<file path="config.mk">
export PLATFORM = sky130hd
export DESIGN_NAME = hash_cmd_seq
export DESIGN_NICKNAME = d
export VERILOG_FILES = /design/src/rtl/hcs_pkg.sv /design/src/rtl/hcs_rst_sync.sv /design/src/rtl/hcs_cmd_decode.sv /design/src/rtl/hcs_flush_timer.sv /design/src/rtl/hcs_fsm.sv /design/src/rtl/hash_cmd_seq.sv
export SDC_FILE = /design/constraint.sdc
export NUM_CORES = 1
export LEC_CHECK = 0
export ABC_AREA = 1
export CORE_MARGIN = 4
export CORE_UTILIZATION = 46
export CTS_BUF_LIST = sky130_fd_sc_hd__clkbuf_8
export DETAILED_ROUTE_END_ITERATION = 8
export PLACE_DENSITY_LB_ADDON = 0.08
export SLEW_MARGIN = 20
export SYNTH_ARGS = -nofsm -noshare
export SYNTH_HDL_FRONTEND = slang
export SYNTH_SLANG_ARGS = --single-unit
</file>
<file path="constraint.sdc">
create_clock -name clk_i -period 2.4 [get_ports clk_i]
set_clock_uncertainty 0.2 [all_clocks]
set_input_delay 0.48 -clock clk_i [delete_from_list [all_inputs] [get_ports clk_i]]
set_output_delay 0.48 -clock clk_i [all_outputs]
set_load 0.005 [all_outputs]
</file>
<file path="src/rtl/hcs_pkg.sv">
package hcs_pkg;

  localparam int CMD_W       = 5;
  localparam int CMD_START   = 0;
  localparam int CMD_PROCESS = 1;
  localparam int CMD_RUN     = 2;
  localparam int CMD_DONE    = 3;
  localparam int CMD_ERR_ACK = 4;

  typedef enum logic [2:0] {
    ST_IDLE     = 3'd0,
    ST_ABSORB   = 3'd1,
    ST_PAD      = 3'd2,
    ST_SQUEEZE  = 3'd3,
    ST_PERM     = 3'd4,
    ST_ERR_WAIT = 3'd5,
    ST_FLUSH    = 3'd6
  } seq_state_e;

  // Set of commands each state will act upon.
  function automatic logic [CMD_W-1:0] legal_cmds(seq_state_e st);
    logic [CMD_W-1:0] m;
    m = '0;
    case (st)
      ST_IDLE:     m[CMD_START]   = 1'b1;
      ST_ABSORB:   m[CMD_PROCESS] = 1'b1;
      ST_SQUEEZE: begin
        m[CMD_RUN]  = 1'b1;
        m[CMD_DONE] = 1'b1;
      end
      ST_ERR_WAIT: m[CMD_ERR_ACK] = 1'b1;
      default:     m = '0;
    endcase
    return m;
  endfunction

endpackage

</file>
<file path="src/rtl/hcs_rst_sync.sv">
module hcs_rst_sync #(
  parameter int STAGES = 2
) (
  input  logic clk_i,
  input  logic rst_ni,
  output logic rst_sync_no
);

  logic [STAGES-1:0] sync_q;

  always_ff @(posedge clk_i or negedge rst_ni) begin
    if (!rst_ni) begin
      sync_q <= '0;
    end else begin
      sync_q <= {sync_q[STAGES-2:0], 1'b1};
    end
  end

  assign rst_sync_no = sync_q[STAGES-1];

endmodule

</file>
<file path="src/rtl/hcs_cmd_decode.sv">
module hcs_cmd_decode
  import hcs_pkg::*;
(
  input  logic [CMD_W-1:0] cmd_i,
  input  seq_state_e       state_i,
  output logic [CMD_W-1:0] accept_o,
  output logic             reject_o
);

  logic             single_hot;
  logic [CMD_W-1:0] allowed;

  always_comb begin
    single_hot = $onehot(cmd_i);
    allowed    = legal_cmds(state_i);
  end

  for (genvar g = 0; g < CMD_W; g++) begin : g_accept
    assign accept_o[g] = single_hot & cmd_i[g] & allowed[g];
  end

  // Any non-zero command that produced no strobe is rejected.
  assign reject_o = (|cmd_i) & ~(|accept_o);

endmodule

</file>
<file path="src/rtl/hcs_flush_timer.sv">
module hcs_flush_timer #(
  parameter int FLUSH_CYCLES = 4
) (
  input  logic clk_i,
  input  logic rst_ni,
  input  logic load_i,
  input  logic run_i,
  output logic last_o
);

  localparam int CW = (FLUSH_CYCLES > 1) ? $clog2(FLUSH_CYCLES) : 1;
  localparam logic [CW-1:0] LOAD_VAL = CW'(FLUSH_CYCLES - 1);

  logic [CW-1:0] cnt_q, cnt_d;
  logic          cnt_en;

  always_comb begin
    cnt_en = load_i | (run_i & (cnt_q != '0));
    cnt_d  = load_i ? LOAD_VAL : (cnt_q - CW'(1));
  end

  always_ff @(posedge clk_i or negedge rst_ni) begin
    if (!rst_ni) begin
      cnt_q <= '0;
    end else if (cnt_en) begin
      cnt_q <= cnt_d;
    end
  end

  assign last_o = run_i & (cnt_q == '0);

endmodule

</file>
<file path="src/rtl/hcs_fsm.sv">
module hcs_fsm
  import hcs_pkg::*;
(
  input  logic             clk_i,
  input  logic             rst_ni,
  input  logic [CMD_W-1:0] accept_i,
  input  logic             reject_i,
  input  logic             err_i,
  input  logic             pad_ack_i,
  input  logic             perm_ack_i,
  input  logic             flush_last_i,
  input  logic             owner_hw_i,
  output seq_state_e       state_o,
  output logic             flush_load_o,
  output logic             done_irq_o,
  output logic             err_irq_o,
  output logic             seq_err_o,
  output logic             clear_o
);

  seq_state_e state_q, state_d;
  logic       done_d, err_d, seq_d, clr_d, load_d;
  logic       in_recovery, take_err;

  always_comb begin
    state_d     = state_q;
    done_d      = 1'b0;
    err_d       = 1'b0;
    clr_d       = 1'b0;
    load_d      = 1'b0;
    in_recovery = (state_q == ST_ERR_WAIT) || (state_q == ST_FLUSH);
    take_err    = err_i && !in_recovery;
    // An error drops any command of the same cycle silently.
    seq_d       = reject_i && !take_err;

    if (take_err) begin
      state_d = ST_ERR_WAIT;
      err_d   = 1'b1;
    end else begin
      case (state_q)
        ST_IDLE: begin
          if (accept_i[CMD_START]) state_d = ST_ABSORB;
        end
        ST_ABSORB: begin
          if (accept_i[CMD_PROCESS]) state_d = ST_PAD;
        end
        ST_PAD: begin
          if (pad_ack_i) begin
            state_d = ST_SQUEEZE;
            done_d  = 1'b1;
          end
        end
        ST_SQUEEZE: begin
          if (accept_i[CMD_RUN]) begin
            state_d = ST_PERM;
          end else if (accept_i[CMD_DONE]) begin
            state_d = ST_IDLE;
            clr_d   = 1'b1;
          end
        end
        ST_PERM: begin
          if (perm_ack_i) state_d = ST_SQUEEZE;
        end
        ST_ERR_WAIT: begin
          if (accept_i[CMD_ERR_ACK]) begin
            state_d = ST_FLUSH;
            load_d  = 1'b1;
          end
        end
        ST_FLUSH: begin
          if (flush_last_i) begin
            state_d = ST_IDLE;
            done_d  = !owner_hw_i;
          end
        end
        default: state_d = ST_IDLE;
      endcase
    end
  end

  always_ff @(posedge clk_i or negedge rst_ni) begin
    if (!rst_ni) begin
      state_q    <= ST_IDLE;
      done_irq_o <= 1'b0;
      err_irq_o  <= 1'b0;
      seq_err_o  <= 1'b0;
      clear_o    <= 1'b0;
    end else begin
      state_q    <= state_d;
      done_irq_o <= done_d;
      err_irq_o  <= err_d;
      seq_err_o  <= seq_d;
      clear_o    <= clr_d;
    end
  end

  assign state_o      = state_q;
  assign flush_load_o = load_d;

endmodule

</file>
<file path="src/rtl/hash_cmd_seq.sv">
module hash_cmd_seq
  import hcs_pkg::*;
#(
  parameter int FLUSH_CYCLES = 4
) (
  input  logic       clk_i,
  input  logic       rst_ni,
  input  logic [4:0] cmd_i,
  input  logic       err_i,
  input  logic       pad_ack_i,
  input  logic       perm_ack_i,
  input  logic       hw_app_i,
  input  logic       cfg_wr_i,
  output logic       cfg_wr_o,
  output logic       absorb_en_o,
  output logic       pad_req_o,
  output logic       perm_req_o,
  output logic       clear_o,
  output logic       flush_o,
  output logic       idle_o,
  output logic       squeeze_o,
  output logic       done_irq_o,
  output logic       err_irq_o,
  output logic       seq_err_o
);

  logic             rst_n;
  logic [CMD_W-1:0] accept;
  logic             reject;
  seq_state_e       state;
  logic             flush_load, flush_last;
  logic             owner_q, owner_d, owner_en;

  hcs_rst_sync #(.STAGES(2)) u_rst (
    .clk_i       (clk_i),
    .rst_ni      (rst_ni),
    .rst_sync_no (rst_n)
  );

  hcs_cmd_decode u_dec (
    .cmd_i    (cmd_i),
    .state_i  (state),
    .accept_o (accept),
    .reject_o (reject)
  );

  hcs_flush_timer #(.FLUSH_CYCLES(FLUSH_CYCLES)) u_tmr (
    .clk_i  (clk_i),
    .rst_ni (rst_n),
    .load_i (flush_load),
    .run_i  (flush_o),
    .last_o (flush_last)
  );

  hcs_fsm u_fsm (
    .clk_i        (clk_i),
    .rst_ni       (rst_n),
    .accept_i     (accept),
    .reject_i     (reject),
    .err_i        (err_i),
    .pad_ack_i    (pad_ack_i),
    .perm_ack_i   (perm_ack_i),
    .flush_last_i (flush_last),
    .owner_hw_i   (owner_q),
    .state_o      (state),
    .flush_load_o (flush_load),
    .done_irq_o   (done_irq_o),
    .err_irq_o    (err_irq_o),
    .seq_err_o    (seq_err_o),
    .clear_o      (clear_o)
  );

  // Owner of the running operation: captured at start, dropped in idle.
  always_comb begin
    owner_en = accept[CMD_START] | idle_o;
    owner_d  = accept[CMD_START] ? hw_app_i : 1'b0;
  end

  always_ff @(posedge clk_i or negedge rst_n) begin
    if (!rst_n) begin
      owner_q <= 1'b0;
    end else if (owner_en) begin
      owner_q <= owner_d;
    end
  end

  always_comb begin
    idle_o      = (state == ST_IDLE);
    absorb_en_o = (state == ST_ABSORB);
    pad_req_o   = (state == ST_PAD);
    squeeze_o   = (state == ST_SQUEEZE);
    perm_req_o  = (state == ST_PERM);
    flush_o     = (state == ST_FLUSH);
    cfg_wr_o    = cfg_wr_i & idle_o;
  end

endmodule

</file>
Word-level counts from Yosys, hierarchy flattened
Cells that the tools add are included.

Eq/ne operators: 14. Bitwise operators: 17. Reductions and logical operators: 12. Multiplexer cells: 28. $add $sub $neg: 5.

Operators with widths (number): $mux 3 (9); $pmux 3 s7 (1); $mux 1 (15); $and 1x1->1 (14); $ne 3x2->1 const B (4); $reduce_or 5->1 (2); $eq 3x3->1 const B (3); $reduce_and 7->1 (1); $eq 3x1->1 const B (2); $eq 3x2->1 const B (2); $ne 3x1->1 const B (2); $add 1x1->2 (2); $mux 2 (2); $ne 4x1->1 const B (1); $add 3x1->3 (1); $add 3x3->3 (1); $logic_not 1->1 (3); $logic_not 3->1 (1); $logic_and 1x1->1 (2); $logic_not 2->1 (1); $or 1x1->1 (2); $pmux 1 s2 (1); $reduce_bool 2->1 (1); $sub 2x1->2 const B (1); 2 further kinds (2).

Flip-flop bits (word level): 12. Input port bits: 12. Word-level logic and storage cells: 84. Output and inout bits: 11.

Depth between registers and ports, before layout
Gate-level depths: netlist of run 1.

Depth in word-level cells: 10. Mapped depth: 12. Gate-level depth less buffers: 12.

Hierarchy
From an unflattened synthesis of run 1, not the netlist that was laid out.

Cells, all modules: 145. Area, all modules: 964.7 um^2.

By module, submodules not included: hcs_fsm (area an instance 461.7 um^2, seq. area each 175.2 um^2, cells each 64, times used 1); hcs_cmd_decode (area an instance 217.7 um^2, seq. area each 0.0 um^2, cells each 42, times used 1); hcs_flush_timer (area an instance 120.1 um^2, seq. area each 50.0 um^2, cells each 17, times used 1); hash_cmd_seq (area an instance 111.4 um^2, seq. area each 25.0 um^2, cells each 19, times used 1); hcs_rst_sync (area an instance 53.8 um^2, seq. area each 50.0 um^2, cells each 3, times used 1).

Least setup slack after synthesis of run 1
OpenSTA, ideal clock, no wires.

Path type: input to register. Start point: input cmd_i[2]. End point: register u_fsm.state_q[2], in the netlist u_fsm.state_o[2]. Data arrival time: 2246 ps. Path slack: -163 ps. Path buffers: 0. Cell stages on the path: 11. Data required time: 2083 ps. Cell sequence: inv_1 > ha_1 > fa_1 > inv_1 > fa_1 > nand3_1 > nor2_1 > nor2_1 > nand3_2 > nand4_1 > nand2_1.

Cells in the longest elaborated chain, start to end: 9.

RTL lines: start: declaration (RTL line hash_cmd_seq.sv:8) `input logic [4:0] cmd_i,`; $add 1x1->2 (implied by the code) (RTL line hcs_cmd_decode.sv:14) `single_hot = $onehot(cmd_i);`; $add 3x3->3 (implied by the code) (RTL line hcs_cmd_decode.sv:14); $add 3x1->3 (implied by the code) (RTL line hcs_cmd_decode.sv:14); $eq 3x1->1 (RTL line hcs_cmd_decode.sv:14); $and 1x1->1 (2 in series) (RTL line hcs_cmd_decode.sv:19) `assign accept_o[g] = single_hot & cmd_i[g] & allowed[g];`; $mux 3 (RTL line hcs_fsm.sv:54) `if (accept_i[CMD_RUN]) begin`; $pmux 3 s7 (RTL line hcs_fsm.sv:40) `case (state_q)`; $mux 3 (RTL line hcs_fsm.sv:36) `if (take_err) begin`; end signal: assignment (RTL line hcs_fsm.sv:89) `state_q <= state_d;`; end: declaration (RTL line hcs_fsm.sv:21) `seq_state_e state_q, state_d;`.

Several ways; a longest one is shown, not always the timed one. A chain may end at the register's enable or synchronous reset.

Worst setup path after layout of run 1
Start point: input cmd_i[2]. End point: register u_fsm.state_q[1], in the netlist u_fsm.state_o[1].

The elaborated chain is that of the path after synthesis.

==> results of run 1 <==
[state kept, by name (all words and copies together), names as in the netlist]
| signal | cells |
|---|---|
| owner_q | 1 |
| u_fsm.clear_o | 1 |
| u_fsm.done_irq_o | 1 |
| u_fsm.err_irq_o | 1 |
| u_fsm.seq_err_o | 1 |
| u_fsm.state_o | 3 |
| u_rst.sync_q | 2 |
| u_tmr.cnt_q | 2 |
[how the worst min path moves through the flow]
stage	startpoint	depth (start not counted)	slack [ns]	end
after floorplan	u_rst.sync_q[1]	0	-0.08	owner_q
after global placement	u_rst.sync_q[1]	0	-0.04	u_fsm.done_irq_o
after detailed placement	u_rst.sync_q[1]	0	-0.03	u_fsm.state_o[0]
after CTS	u_rst.sync_q[0]	0	0.15	u_rst.sync_q[1]
after global routing	u_rst.sync_q[0]	0	0.17	u_rst.sync_q[1]
final	u_rst.sync_q[0]	0	0.15	u_rst.sync_q[1]
[per-layer routing]
layer	track usage [%]	up-vias
li1	-	440
met1	21.8	400
met2	31.0	30
met3	2.58	2
met4	5.68	0
met5	0	-
[final cells by class]
type	instances	area, um^2	share of cell area, %
clock buffer	3	41.3	2.94
timing repair buffer	39	367	26.1
sequential	12	303	21.5
tap	25	31.3	2.22
inverter	23	104	7.38
multi-input combinational	72	561	39.9
[synth_stat cells, types with 3 or more instances]
cell type / count
inv_1: 19
nand2_1: 15
dfrtp_1: 12
nand4_1: 8
nor2_1: 7
nand3_1: 6
nand3_2: 6
ha_1: 5
nand2_2: 4
nor3_1: 4
inv_2: 3
nor2_4: 3
[cell families after synthesis]
logic type / count (synthesis)
AOI/OAI and AO/OA: 8
adders and majority gates: 7
buffers and inverters: 25
DFF: 12
other: 1
and+or+nand+nor: 56
[worst reg2reg max path, stage by stage, from the launching register on]
cell	delay, ns
dfrtp_2	0.49
inv_2	0.09
nand3_2	0.13
inv_4	0.07
nor2_4	0.17
nor2_4	0.06
nor2_4	0.15
nand3_2	0.11
nand2_1	0.07
nand2_1	0.06
[repair_timing]
| action | CTS | global route |
|---|---|---|
| buffers inserted | 3 | 6 |
| hold buffers | 1 | 0 |
| pin swaps | 13 | 16 |
| endpoints found under the hold margin | 10 | 0 |
| resized for setup | 25 | 14 |
| endpoints found under the setup margin | 10 | 9 |
[power groups by stage]
stage | Combinational (W) | Clock, W | Sequential, W
2_1_floorplan | 0.000509 | 0 | 0.000315
3_3_place_gp | 0.000652 | 0 | 0.000362
3_5_place_dp | 0.000673 | 0 | 0.000364
4_1_cts | 0.000722 | 0.000177 | 0.000361
5_1_grt | 0.000893 | 0.000190 | 0.000380
6_report | 0.000802 | 0.000173 | 0.000369
[metrics by stage]
step | hold slack (ns) | util (%) | setup TNS [ns] | setup WS (ns) | total power [W]
final | 0.149 | 78.9 | -0.110 | -0.0476 | 0.00134
after global routing | 0.171 | 78.9 | -0.638 | -0.154 | 0.00146
after CTS | 0.154 | 73.9 | -0.381 | -0.119 | 0.00126
after detailed placement | -0.0324 | 69.2 | -5.60 | -0.815 | 0.00104
after global placement | -0.0371 | 69.2 | -5.14 | -0.733 | 0.00101
after floorplan | -0.0791 | - | -0.127 | -0.0441 | 0.000824
==> summary.txt, run 1 <==
Outcome
  • Status: finished, violations left
  • Failing checks: negative setup slack

STA
  • Crit share post-route: 102%
  • Fmax: 409 MHz
  • Min Tclk post-route: 2.45 ns
  • RSZ-0062 raised after global routing: true
  • Fin worst setup slack: -0.0476 ns
  • Setup violations, final: 4
  • Final Hold Fails: 0
  • Slew Limit Fails: 0

Global routing
  • First-pass GRT wire length: 3590 um
  • Number of global-route vias before repair: 853
  • Gr usage total: 17.6%
  • Gr ovfl total: 0
  • Initial antenna violation count: 0
  • Pin count of the biggest net entering global routing: 11

CTS
  • Clock sink count: 12
  • Clock Tree Root: clkbuf_8
  • CTS tree: yes
  • Num CTS Buffers: 3
  • Max clock buf depth: 2
  • H-tree lvl count: 1
  • Worst skew pair latency: 0.23 ns
  • Worst-path clk slew: 0.05 ns

Power and ir drop
  • Combinational share of power: 59.6%
  • Leakage: 0.678 nW
  • Clk network pwr share: 12.9%
  • Sw Pwr: 0.000569 W
  • Power Density: 956 mW/mm^2
  • Pint: 0.000776 W
  • Sw Share: 42.3%
  • Worst vdd ir: 0.523 mV
  • Sequential cell fraction of total power: 27.5%

Cells and area
  • Layout cells sized above 1: 42.3%
  • Diodes inserted: 0
  • Area growth from synthesis to layout: 57.9%
  • Most frequent cells in the layout: 17 x clkdlybuf4s50_1, 15 x buf_4, 13 x inv_1, 13 x nand2_1, 10 x dfrtp_1
  • Fin cells: 174
  • Filler Cells Inserted: 115
  • Final nets: 170
  • Most common cell after layout, fill and taps aside: clkdlybuf4s50_1
  • Design Area, Final: 0.00141 mm^2

Place
  • RePlAce Congestion: 0.799
  • Hpwl dp: 1650 um
  • Area of placed instances: 0.00123 mm^2
  • Cell total after placement: 162
  • # port buffers: 22

Critical path
  • R2R cell count: 9
  • Worst reg2reg setup slack: 0.67 ns
  • Startpoint Class: input port
  • Req. time, crit path: 2.32 ns
  • FF-to-FF Start: u_fsm.state_o[0]
  • RR Endpoint: u_fsm.state_o[1]
  • Worst setup path endpoint: u_fsm.state_o[1]
  • Crit Path Max Fanout: 4
  • Worst Setup SP: cmd_i[2]
  • Slowest stage delay, CP: 0.59 ns
  • Critical Path Stages: 13
  • Crit path cell chain: buf_12, inv_12, ha_4, fa_2, inv_2, fa_2, nand4_1, nand2_2, nor2_4, nor2_4, nand3_2, nand2_1, nand2_1
  • CP arrival: 2.37 ns
  • Crit. End Element: register
  • CP max stage cell: fa_2
  • Worst path bufs/invs: 3
  • Worst setup path class: in2reg
  • CP delay by family, top: adder cells

Hold path
  • Hold Path Class: reg2reg

Route
  • Vias per inst: 5.01
  • DR top layer: met4
  • Drt total wl: 2100 um
  • DR pass1 iterations: 4
  • Routed Antenna Nets: 0
  • # DRC: 0
  • Wire per inst: 12.1 um
  • Met2 Wirelength: 1110 um
  • M1 WL: 879 um
  • Vias: 872
  • Initial DRC Count: 22
  • Routed length on met3: 91 um

Floorplanning
  • Chip Height: 52.0 um
  • Core ar.: 0.00178 mm^2
  • Num rows: 15
  • Initial Utilization: 50.0%
  • Width of the die: 52.0 um
  • I/O pins: 23
  • DIE AREA: 0.00270 mm^2

Synth
  • Total number of yosys warnings: 0
  • Fraction of registers with async set/reset: 100%
  • Ys flop type: dfrtp_1
  • XOR/XNOR share of the synthesized area: 0%
  • Syn Inst Count: 109
  • Post-synthesis mux area share: 0%
  • #FFs+latches synth: 12
  • Post-Synth Simple-Gate Area: 36.4%
  • Area leader, netlist: dfrtp_1
  • Syn_nets: 128
  • Average size of a mapped cell: 8.17 um^2
  • Combinational family with the most area after synthesis: simple AND/OR/NAND/NOR gates
  • Compound-gate portion of the synthesized area: 5.48%
  • Post-synth EDFFs: 0
  • Cell Area, Synth: 891 um^2
  • Ranking of synthesized cells by area: dfrtp_1 34%, inv_1 8.0%, ha_1 7.0%, nand3_2 6.7%, nand2_1 6.3%
  • Area share of the largest cell type after synthesis: 33.7%
  • Post-synthesis adder-cell area fraction: 11.5%
  • Unique cell type count in the Yosys netlist: 25
  • Sequential element share of the synthesized area: 33.7%

Flow run
  • Max Cap Viol: 0
Note: power is estimated with default switching activity, not from simulation.
==> run 2, diff against run 1 <==
CORE_UTILIZATION = 40   (was 46)
HOLD_SLACK_MARGIN = 0.12   (was not set)
TNS_END_PERCENT = 1   (was not set)
==> run 2 against run 1 <==
Critical path type unchanged; die area rose by 13%; design area fell by 5.4%; total power fell by 4.2%; maximum frequency rose by 0.87%; the run still ends with negative setup slack left; global-route usage fell by 1.1 points; highest routed layer unchanged; hold slack got worse by 0.0030 ns; register-to-register slack improved by 0.03 ns.
==> summary.txt, run 2 (same netlist as run 1, synthesis figures left out) <==
Outcome
  • Status: finished, violations left
  • Failing checks: negative setup slack

Critical path
  • CP arrival: 2.35 ns (-0.02 ns)
  • Startpoint Class: input port
  • Worst setup path class: in2reg
  • Crit. End Element: register
  • Req. time, crit path: 2.32 ns (about the same)
  • R2R cell count: 9 (unchanged)
  • Crit Path Max Fanout: 4 (unchanged)

Power and ir drop
  • Clk network pwr share: 16.5% (+3.6 points)
  • Leakage: 0.631 nW (-6.9%)
  • Pint: 0.000746 W (-3.8%)
  • Sw Share: 42.1% (-0.25 points)
  • Power Density: 969 mW/mm^2 (+1.3%)
  • Worst vdd ir: 0.638 mV (+22%)
  • Combinational share of power: 54.3% (-5.3 points)
  • Sequential cell fraction of total power: 29.1% (+1.6 points)
  • Sw Pwr: 0.000542 W (-4.7%)
  • Tot Pwr: 0.00129 W (-4.2%)

STA
  • RSZ-0062 raised after global routing: true
  • Final Hold Fails: 0 (unchanged)
  • Min Tclk post-route: 2.43 ns (-0.0212 ns)
  • Fin worst setup slack: -0.0264 ns (+0.0212 ns)
  • Crit share post-route: 101% (-0.88 points)
  • Fmax: 412 MHz (+0.87%)
  • Slew Limit Fails: 0 (unchanged)
  • Setup violations, final: 3 (-1)

Place
  • Cell total after placement: 162 (unchanged)
  • Setup WS pre-CTS: -0.720 ns (+0.0954 ns)
  • Hpwl dp: 1720 um (+3.9%)
  • RePlAce Congestion: 0.749 (-6.2%)
  • # port buffers: 22 (unchanged)

Global routing
  • Routing usage on met2: 28.9% (-2.0 points)
  • Met3 Use GR: 2.95% (+0.37 points)
  • Gr usage total: 16.6% (-1.1 points)
  • Met1 global-route usage: 20.1% (-1.7 points)
  • Initial antenna violation count: 0 (unchanged)
  • Gr ovfl total: 0 (unchanged)
  • Pin count of the biggest net entering global routing: 11 (unchanged)
  • Number of global-route vias before repair: 863 (+1.2%)
  • First-pass GRT wire length: 3590 um (unchanged)
  • Layer with the highest usage: met2

CTS
  • Max clock buf depth: 2 (unchanged)
  • CTS tree: yes
  • Clock sink count: 12 (unchanged)
  • Worst-path clk slew: 0.05 ns (about the same)
  • Worst skew pair latency: 0.23 ns (about the same)
  • Num CTS Buffers: 3 (unchanged)
  • H-tree lvl count: 1 (unchanged)
  • Clock Tree Root: clkbuf_8

Route
  • DR pass1 iterations: 4 (unchanged)
  • Vias per inst: 5.00 (-0.23%)
  • Drt total wl: 2120 um (+0.81%)
  • Vias: 845 (-3.1%)
  • Wire per inst: 12.5 um (+3.8%)
  • Routed Antenna Nets: 0 (unchanged)
  • # DRC: 0 (unchanged)
  • Initial DRC Count: 20 (-9.1%)

Hold path
  • Hold Path Class: reg2reg
  • Hold Path Depth: 0 (unchanged)

Floorplanning
  • Core ar.: 0.00204 mm^2 (+15%)
  • DIE AREA: 0.00305 mm^2 (+13%)
  • Initial Utilization: 43.6% (-6.3 points)
  • Num rows: 16 (+1)
  • I/O pins: 23 (unchanged)
  • Chip Height: 55.2 um (+6.1%)
  • Width of the die: 55.2 um (+6.1%)

Cells and area
  • Diodes inserted: 0 (unchanged)
  • Final nets: 162 (-4.7%)
  • Most frequent cells in the layout: 17 x clkdlybuf4s50_1, 14 x inv_1, 14 x nand2_1
  • Sequential cell area: 304 um^2 (+0.41%)
  • Area growth from synthesis to layout: 49.3%
  • Max reg flops: 3 (unchanged)
  • Layout cells sized above 1: 35.2% (-7.1 points)
  • Footprint of the multi-input gates: 537 um^2 (-4.2%)
  • Filler Cells Inserted: 190 (+65%)
  • Most common cell after layout, fill and taps aside: clkdlybuf4s50_1
  • Fin cells: 169 (-2.9%)

Flow run
  • Max Cap Viol: 0 (unchanged)
==> run 2: changes by cell type in the layout (fill, tap and decap cells not counted), moves of 2 or more <==
cell    previous run  this run
nor3_1             2         4
buf_8              0         2
buf_4             15         8
nor3_2             2         0
inv_2              7         4
buf_6              4         2
inv_4              2         5
==> run 2: timing repair <==
item,in CTS,in global routing
resized for setup,28,11
setup endpoints to repair,10,7
setup buffers,1,1
pin swaps,9,12
endpoints found under the hold margin,10,0
hold buffers,1,0
==> run 2: power by group through the flow <==
stage / combinational, W / clock, W / sequential (W)
floorplan: 0.000504 / 0 / 0.000315
global placement: 0.000652 / 0 / 0.000364
detailed placement: 0.000667 / 0 / 0.000366
CTS: 0.000685 / 0.000216 / 0.000373
global route: 0.000796 / 0.000227 / 0.000390
finish: 0.000700 / 0.000213 / 0.000375
==> run 2: through the flow <==
step	hold WS (ns)	util, %	setup TNS [ns]	cell area, um^2
floorplan	-0.0791	-	-0.213	917
global placement	-0.0256	58.5	-4.77	1190
detailed placement	-0.0269	58.5	-5.13	1190
CTS	0.149	63.2	-0.0207	1290
global route	0.169	65.1	-0.543	1330
finish	0.146	65.1	-0.0614	1330
==> run 2: critical path: stages <==
cell,delay [ns]
buf_8,0.08
inv_4,0.04
ha_4,0.26
fa_2,0.19
inv_2,0.04
fa_2,0.59
nand4_1,0.13
nand2_1,0.13
nor2_4,0.05
nor2_4,0.13
nand3_2,0.11
nand2_1,0.07
nand2_1,0.05
==> run 2: worst paths after layout <==
kind	slack [ns]	from	to
min	0.15	u_rst.sync_q[0]	u_rst.sync_q[1]
min reg2reg	0.15	u_rst.sync_q[0]	u_rst.sync_q[1]
max	-0.03	cmd_i[2]	u_fsm.state_o[0]
min in group asynchronous	0.20	rst_ni	u_rst.sync_q[0]
max in group asynchronous	1.14	u_rst.sync_q[1]	u_fsm.state_o[1]
max reg2reg	0.70	u_fsm.state_o[1]	u_fsm.state_o[0]
==> run 2: cell type report <==
type | instances | share of cell area [%]
clock buffers | 4 | 4.14
multi-input cells | 72 | 40.4
repair buffers | 31 | 22.7
inverters | 23 | 7.43
flip-flops and latches | 12 | 22.9
well taps | 27 | 2.54
==> run 2: routing by layer <==
metal,share of wire (%),up-vias
li1,-,418
met5,0,-
met3,3.4,2
met4,0.90,0
met2,52,18
met1,44,407
==> run 3, diff against run 2 <==
SLEW_MARGIN = not set   (was 20)
==> results of run 3 <==
Final layout, timing and power as in run 2 (identical DEF).
